<file path="src/rtl/scan_seq_pkg.sv">
// Package: shared types for the scan address sequencer.
// Assumes: positions are numbered from 1; 0 means "nothing selected".
package scan_seq_pkg;

    // Sequencer state: idle until a legal start, then armed, optional dark, run, end.
    typedef enum logic [2:0] {
        ST_IDLE  = 3'd0,
        ST_ARMED = 3'd1,
        ST_DARK  = 3'd2,
        ST_RUN   = 3'd3,
        ST_EOS   = 3'd4
    } seq_st_t;

    // Largest position reachable from 1 with the given stride without passing n.
    function automatic int last_on_grid(input int n, input int stride);
        return 1 + stride * ((n - 1) / stride);
    endfunction

endpackage

</file>
<file path="src/rtl/sq_front.sv">
// Module: sq_front
// Finds falling edges of the shift clock and start pulses, and judges start legality.
// Assumes: both inputs are synchronous to clk; edges are found one clk after they
// appear, against the value held from the previous clk.
module sq_front (
    input  logic clk,
    input  logic rst_n,
    input  logic shift_clk_i,
    input  logic start_n_i,
    output logic fall_o,
    output logic start_ok_o,
    output logic start_err_o
);

    logic shift_q;
    logic start_n_q;
    logic start_edge;

    // Hold the previous input levels for edge detection.
    always_ff @(posedge clk) begin
        if (!rst_n) begin
            shift_q   <= 1'b0;
            start_n_q <= 1'b0;
        end else begin
            shift_q   <= shift_clk_i;
            start_n_q <= start_n_i;
        end
    end

    // Decode edges; a start is accepted only while the shift clock is high.
    always_comb begin
        fall_o     = shift_q & ~shift_clk_i;
        start_edge = start_n_q & ~start_n_i;
        start_ok_o = start_edge & shift_clk_i;
    end

    // Pulse the error flag for one clk when a start arrives with the shift clock low.
    always_ff @(posedge clk) begin
        if (!rst_n) begin
            start_err_o <= 1'b0;
        end else begin
            start_err_o <= start_edge & ~shift_clk_i;
        end
    end

    // the error pulse never lasts longer than one clk.
    a_r1_err_single: assert property (@(posedge clk) disable iff (!rst_n)
        start_err_o |=> !start_err_o);

endmodule

</file>
<file path="src/rtl/sq_step.sv">
// Module: sq_step
// Holds the sequencer state and the selected position; steps it on each shift-clock fall.
// Assumes: fall_i and start_ok_i never coincide (one needs the shift clock low, the
// other high). The column axis inserts one dark step before position 1.
module sq_step
    import scan_seq_pkg::*;
#(
    parameter bit IS_COL = 1'b0,
    parameter int N_POS  = 1030,
    parameter int SUB    = 4,
    parameter int POS_W  = 11
) (
    input  logic             clk,
    input  logic             rst_n,
    input  logic             fall_i,
    input  logic             start_ok_i,
    input  logic             vf_req_i,
    output seq_st_t          st_o,
    output logic [POS_W-1:0] pos_o,
    output logic             vf_o
);

    localparam int               LAST_VF_I   = last_on_grid(N_POS, SUB);
    localparam logic [POS_W-1:0] LAST_FULL   = POS_W'(N_POS);
    localparam logic [POS_W-1:0] LAST_VF     = POS_W'(LAST_VF_I);
    localparam logic [POS_W-1:0] STRIDE_FULL = POS_W'(1);
    localparam logic [POS_W-1:0] STRIDE_VF   = POS_W'(SUB);
    localparam logic [POS_W-1:0] FIRST_POS   = POS_W'(1);

    seq_st_t          st_q, st_n;
    logic [POS_W-1:0] pos_q, pos_n;
    logic             vf_q;
    logic [POS_W-1:0] last_w, step_w;
    seq_st_t          lead_st;
    logic [POS_W-1:0] lead_pos;

    // Axis variant: the column axis starts with a dark step, the row axis with row 1.
    generate
        if (IS_COL) begin : g_col
            assign lead_st  = ST_DARK;
            assign lead_pos = '0;
        end else begin : g_row
            assign lead_st  = ST_RUN;
            assign lead_pos = FIRST_POS;
        end
    endgenerate

    // Pick the end position and stride for the mode latched at start.
    always_comb begin
        last_w = vf_q ? LAST_VF   : LAST_FULL;
        step_w = vf_q ? STRIDE_VF : STRIDE_FULL;
    end

    // Next state and position: restart on a legal start, else advance on a fall.
    always_comb begin
        st_n  = st_q;
        pos_n = pos_q;
        if (start_ok_i) begin
            st_n  = ST_ARMED;
            pos_n = '0;
        end else if (fall_i) begin
            case (st_q)
                ST_ARMED: begin
                    st_n  = lead_st;
                    pos_n = lead_pos;
                end
                ST_DARK: begin
                    st_n  = ST_RUN;
                    pos_n = FIRST_POS;
                end
                ST_RUN: begin
                    if (pos_q == last_w) begin
                        st_n  = ST_EOS;
                        pos_n = '0;
                    end else begin
                        pos_n = pos_q + step_w;
                    end
                end
                default: begin
                    st_n  = st_q;
                    pos_n = pos_q;
                end
            endcase
        end
    end

    // State, position and latched mode registers.
    always_ff @(posedge clk) begin
        if (!rst_n) begin
            st_q  <= ST_IDLE;
            pos_q <= '0;
            vf_q  <= 1'b0;
        end else begin
            st_q  <= st_n;
            pos_q <= pos_n;
            if (start_ok_i) begin
                vf_q <= vf_req_i;
            end
        end
    end

    assign st_o  = st_q;
    assign pos_o = pos_q;
    assign vf_o  = vf_q;

    // without a fall or a start, nothing moves.
    a_r2_hold_without_edge: assert property (@(posedge clk) disable iff (!rst_n)
        (!fall_i && !start_ok_i) |=> ($stable(pos_q) && $stable(st_q)));

    // inside a run, each fall moves by the latched stride until the last position.
    a_r3_stride: assert property (@(posedge clk) disable iff (!rst_n)
        (st_q == ST_RUN && fall_i && pos_q != last_w) |=> (pos_q == $past(pos_q) + $past(step_w)));

    // end of scan is kept until a legal start.
    a_r9_eos_sticky: assert property (@(posedge clk) disable iff (!rst_n)
        (st_q == ST_EOS && !start_ok_i) |=> (st_q == ST_EOS));

    // the latched mode only changes at a legal start.
    a_r10_mode_frozen: assert property (@(posedge clk) disable iff (!rst_n)
        !start_ok_i |=> $stable(vf_q));

endmodule

</file>
<file path="src/rtl/sq_flags.sv">
// Module: sq_flags
// Turns state and position into the selection, dark, dummy, end and image outputs.
// Assumes: position 0 is used whenever no row or column is selected.
module sq_flags
    import scan_seq_pkg::*;
#(
    parameter int N_POS  = 1030,
    parameter int BORDER = 3,
    parameter int POS_W  = 11
) (
    input  seq_st_t          st_i,
    input  logic [POS_W-1:0] pos_i,
    input  logic             vf_i,
    output logic [POS_W-1:0] sel_o,
    output logic             dark_o,
    output logic             dummy_o,
    output logic             eos_o,
    output logic             img_vld_o,
    output logic [POS_W-1:0] img_idx_o
);

    localparam logic [POS_W-1:0] LOW_EDGE  = POS_W'(BORDER);
    localparam logic [POS_W-1:0] HIGH_EDGE = POS_W'(N_POS - BORDER);
    localparam logic [POS_W-1:0] FIRST_POS = POS_W'(1);

    logic running;
    logic border_hit;

    // Border test: full mode flags both edges, viewfinder only the first position.
    always_comb begin
        running    = (st_i == ST_RUN);
        border_hit = vf_i ? (pos_i == FIRST_POS)
                          : ((pos_i <= LOW_EDGE) || (pos_i > HIGH_EDGE));
    end

    // Output decode from state and position.
    always_comb begin
        sel_o     = running ? pos_i : '0;
        dark_o    = (st_i == ST_DARK);
        eos_o     = (st_i == ST_EOS);
        dummy_o   = running && border_hit;
        img_vld_o = running && !border_hit;
        img_idx_o = img_vld_o ? pos_i : '0;
    end

endmodule

</file>
<file path="src/rtl/scan_addr_seq.sv">
// Module: scan_addr_seq (top)
// Row or column address sequencer for an image sensor's selection register.
// Assumes: all inputs are synchronous to clk and each shift-clock phase lasts at
// least one clk. IS_COL picks the column axis (leading dark step, N_COL positions);
// otherwise the row axis (N_ROW positions).
module scan_addr_seq
    import scan_seq_pkg::*;
#(
    parameter bit IS_COL = 1'b0,
    parameter int N_ROW  = 1030,
    parameter int N_COL  = 1286,
    parameter int SUB    = 4,
    parameter int BORDER = 3,
    parameter int POS_W  = 11
) (
    input  logic             clk,
    input  logic             rst_n,
    input  logic             shift_clk_i,
    input  logic             start_n_i,
    input  logic             vf_mode_i,
    output logic [POS_W-1:0] sel_o,
    output logic             dark_o,
    output logic             dummy_o,
    output logic             eos_o,
    output logic             img_vld_o,
    output logic [POS_W-1:0] img_idx_o,
    output logic             start_err_o
);

    localparam int N_POS = IS_COL ? N_COL : N_ROW;

    logic             fall_w;
    logic             start_ok_w;
    seq_st_t          st_w;
    logic [POS_W-1:0] pos_w;
    logic             vf_w;

    sq_front u_front (
        .clk         (clk),
        .rst_n       (rst_n),
        .shift_clk_i (shift_clk_i),
        .start_n_i   (start_n_i),
        .fall_o      (fall_w),
        .start_ok_o  (start_ok_w),
        .start_err_o (start_err_o)
    );

    sq_step #(
        .IS_COL (IS_COL),
        .N_POS  (N_POS),
        .SUB    (SUB),
        .POS_W  (POS_W)
    ) u_step (
        .clk        (clk),
        .rst_n      (rst_n),
        .fall_i     (fall_w),
        .start_ok_i (start_ok_w),
        .vf_req_i   (vf_mode_i),
        .st_o       (st_w),
        .pos_o      (pos_w),
        .vf_o       (vf_w)
    );

    sq_flags #(
        .N_POS  (N_POS),
        .BORDER (BORDER),
        .POS_W  (POS_W)
    ) u_flags (
        .st_i      (st_w),
        .pos_i     (pos_w),
        .vf_i      (vf_w),
        .sel_o     (sel_o),
        .dark_o    (dark_o),
        .dummy_o   (dummy_o),
        .eos_o     (eos_o),
        .img_vld_o (img_vld_o),
        .img_idx_o (img_idx_o)
    );

    // an illegal start, with no fall in the same clk, leaves the outputs alone.
    a_r1_bad_start_ignored: assert property (@(posedge clk) disable iff (!rst_n)
        (start_err_o && !$past(fall_w)) |-> ($stable(sel_o) && $stable(eos_o) && $stable(dark_o)));

    // the position classes never overlap.
    a_r11_flags_exclusive: assert property (@(posedge clk) disable iff (!rst_n)
        $onehot0({dark_o, dummy_o, eos_o, img_vld_o}));

    // a dummy or image position always carries a selected number.
    a_r8_dummy_selected: assert property (@(posedge clk) disable iff (!rst_n)
        (dummy_o || img_vld_o) |-> (sel_o != '0));

endmodule

</file>
<file path="config.mk">
export PLATFORM = sky130hd
export DESIGN_NAME = scan_addr_seq
export DESIGN_NICKNAME = d
export VERILOG_FILES = /design/src/rtl/scan_seq_pkg.sv /design/src/rtl/sq_front.sv /design/src/rtl/sq_step.sv /design/src/rtl/sq_flags.sv /design/src/rtl/scan_addr_seq.sv
export SDC_FILE = /design/constraint.sdc
export NUM_CORES = 1
export LEC_CHECK = 0
export ABC_CLOCK_PERIOD_IN_PS = 2700
export BUFFER_PORTS_ARGS = -buffer_cell sky130_fd_sc_hd__buf_2
export CORE_UTILIZATION = 30
export DETAILED_ROUTE_END_ITERATION = 12
export GPL_TIMING_DRIVEN = 0
export PLACE_DENSITY = 0.52
export SLEW_MARGIN = 25
export SYNTH_ARGS = -nofsm -noshare
export SYNTH_HDL_FRONTEND = slang
export SYNTH_SLANG_ARGS = --single-unit
</file>
<file path="constraint.sdc">
create_clock -name clk -period 2.7 [get_ports clk]
set_input_delay 0.27 -clock clk [delete_from_list [all_inputs] [get_ports clk]]
set_output_delay 0.27 -clock clk [all_outputs]
set_load 0.02 [all_outputs]
</file>
==> flow_summary.toml <==
[sta]
worst_slew_margin_rel = 0.4884
finalWorstSetupSlack_ns = 0.2072
final.setup_skew_ns = 0.001257
finalMaxSlewViolations = 0
clock.fmax_mhz = 401.2
timing_worst_slew_pin_value_ns = 0.7567
hold_violations = 0
layout_worst_path_cycle_share = 0.9233
rsz0062_at_grt = "false"
finalSetupViolCount = 0
worst_hold_slack_ns = 0.1431
totalNegativeSetupSlack_ns = 0
finalWorstPathRequiredPeriod_ns = 2.493

[place]
gp_congestion = 0.7450
minimum_setup_slack_after_placement_ns = 0.4224
detailedPlacementHpwl_mm = 1.978
numPortBuffers = 31

[worst_setup_path]
critPathCaptureType = "output port"
start_kind = "register"
arrival_ns = 2.22
setup.worst_path.start = "u_step.pos_o[6]$_SDFFE_PP0P_"
critical_path.max_fanout = 10
path_class = "register to output port"
worstReg2RegStart = "u_step.pos_o[2]$_SDFFE_PP0P_"
crit_required_ns = 2.43

[drt]
vias = 1062
detail_route.first_pass.iterations = 4
detail_route.iter0.violations = 38
antenna_violating_nets_post_route = 0
route.final.wire_length_mm = 2.647
post_drt_wl_per_cell_um = 12.43
post_drt_via_cell_ratio = 4.986
drc_errors = 0

[global_routing]
first_global_vias = 986
number_of_antenna_violations_at_the_first_check_in_global_routing = 0
globalRouteTotalUtil = 0.1487
maximum_number_of_pins_on_one_net_before_global_route_repair = 11
grt_pass1_wl_mm = 4.567
total_congestion_overflow = 0

[job]
maximum_capacitance_violations = 0

[yosys]
synth_compound_gate_area_share = 0.1379
netlist-cell-type-count = 40
synth_simple_gate_area_frac = 0.3736
post_synth_xor_area_fraction = 0.07241
synth_adder_area_share = 0.03448
synth_seq_cells = 18
syn-mean-instance-area_um2 = 8.247
synthesis.instances = 132
portion_of_netlist_area_occupied_by_mux_cells = 0.009195
yosys_warnings = 0
synth_seq_area_share = 0.3310
syn-num-nets = 140
mappedNetlistArea_um2 = 1089
combinational_family_with_the_most_area_after_synthesis = "simple AND/OR/NAND/NOR gates"

[cts]
worstSkewPairLatency_ns = 0.30
tritoncts_num_sinks = 18
cts_inserted_buffers = 3
cts-root-buf = "clkbuf_4"
clock_path_buffers = 2
clock_transition_at_the_registers_of_the_reported_paths_ns = 0.10
tritoncts_clock_tree = "built"
htree_levels = 1
postCtsHoldBufs = 0

[worst_hold_path]
timing.hold.worst.start = "start_n_i"
min_path_type = "input port to register"

[outcome]
run_status = "finished, final reports clean"

[power_and_ir_drop]
total_leakage_power_nw = 0.6595
p_total_w = 0.0004681
ir_worst_vdd_mv = 0.1369
power_per_cell_area_nw_per_um2 = 348.4

[floorplan]
io_pins = 32
floorplan.initialDensity = 0.3187
num_rows = 21
fp.dieW_um = 62.24
die_height_um = 62.24
dieArea_um2 = 3873
core_footprint_um2 = 3416

[cells_and_area]
layout.nets = 176
final_common_cell = "buf_2"
leading_cell_types_in_the_layout_fill_and_taps_excluded = "buf_2, dfxtp_1, and2_1, nor2_1, and3_1"
postLayoutCoreUtil = 0.3934
antennaDiodeCount = 0
area.growth.synth_to_final_pct = 23.45
filler_cell_count = 372
drive_gt1_frac = 0.2695
## synthesized netlist by cell type (all sizes together)
master | instances | share of area
nor3b | 2 | 0.014
and4 | 2 | 0.017
nor3 | 1 | 0.0046
o21ai | 6 | 0.028
o31a | 2 | 0.016
or3 | 2 | 0.011
and2 | 15 | 0.087
dfxtp | 18 | 0.33
o21ba | 1 | 0.0092
clkbuf | 4 | 0.014
or4 | 1 | 0.0069
nand3b | 1 | 0.0069
a31oi | 3 | 0.017
o211ai | 1 | 0.011
a211oi | 1 | 0.0069
nand4 | 2 | 0.011
nor2b | 1 | 0.0058
nand3 | 7 | 0.032
mux2i | 1 | 0.0092
buf | 1 | 0.010
o31ai | 1 | 0.0069
or3b | 1 | 0.0080
and3b | 1 | 0.0080
o21bai | 1 | 0.017
inv | 5 | 0.017
xor2 | 5 | 0.040
a21o | 1 | 0.0069
nand4b | 1 | 0.0080
nor4b | 2 | 0.016
xnor2 | 4 | 0.032
ha | 3 | 0.034
nor2 | 14 | 0.048
nand2 | 5 | 0.017
or2 | 1 | 0.0058
a21oi | 4 | 0.018
and3 | 11 | 0.064
## metrics by stage
| stage | instance area (um2) | std cells |
|---|---|---|
| 2_1_floorplan | 1089 | 132 |
| 3_3_place_gp | 1301 | 209 |
| 3_5_place_dp | 1301 | 209 |
| 4_1_cts | 1338 | 213 |
| 5_1_grt | 1344 | 213 |
| 6_report | 1344 | 213 |
## final cells by class
class / count / area (um2) / area share
plain buffers: 5 / 27.53 / 0.02048
clock buffers: 4 / 36.28 / 0.02700
inverters: 5 / 18.77 / 0.01397
multi-input cells: 104 / 688.2 / 0.5121
flip-flops and latches: 18 / 360.3 / 0.2682
well taps: 46 / 57.56 / 0.04283
repair buffers: 31 / 155.1 / 0.1155
## registers in the layout, indices dropped and copies added (netlist names)
signal,flops
u_step.st_o,3
u_front.start_err_o,1
u_step.pos_o,11
u_front.start_n_q,1
u_step.vf_o,1
u_front.shift_q,1
## metal layers
| layer | GRT usage | vias up | share of wire |
|---|---|---|---|
| li1 | - | 538 | - |
| met1 | 0.1855 | 481 | 0.48 |
| met2 | 0.2349 | 37 | 0.45 |
| met3 | 0.02390 | 6 | 0.052 |
| met4 | 0.09884 | 0 | 0.020 |
| met5 | 0 | - | 0 |
## what timing repair did
item	CTS	global route
setup buffers	0	0
endpoints found under the setup margin	0	10
gates resized for setup	0	3
## power breakdown
group / total, W / internal [W] / leakage (nW) / switching [W]
clock network: 0.000171 / 0.0000823 / 0.0210 / 0.0000883
logic: 0.0000261 / 0.0000111 / 0.493 / 0.0000150
registers: 0.000271 / 0.000269 / 0.146 / 0.00000278
total: 0.000468 / 0.000362 / 0.660 / 0.000106
## worst paths after layout
| path | endpoint | slack, ns | cells past startpoint |
|---|---|---|---|
| worst max-delay path | img_idx_o[6] | 0.21 | 7 |
| worst min-delay path | u_front.start_err_o$_SDFF_PN0_ | 0.14 | 2 |
| worst max register to register | u_step.pos_o[9]$_SDFFE_PP0P_ | 0.61 | 6 |
| worst min register to register | u_front.start_err_o$_SDFF_PN0_ | 0.48 | 1 |
## kinds of logic after synthesis
family | after synthesis
xor+xnor | 9
simple gates | 70
buf+inv | 10
compound gates | 21
fa+ha+maj | 3
mux | 1
flops | 18
## critical path, cell delays in order, from the launching register on
cell      delay [ns]
dfxtp_1         0.37
or4_1           0.57
nor3_2          0.20
nand3_1         0.09
o31a_1          0.14
clkbuf_2        0.18
and3_2          0.22
buf_2           0.15
(Power assumes the default switching activity.)
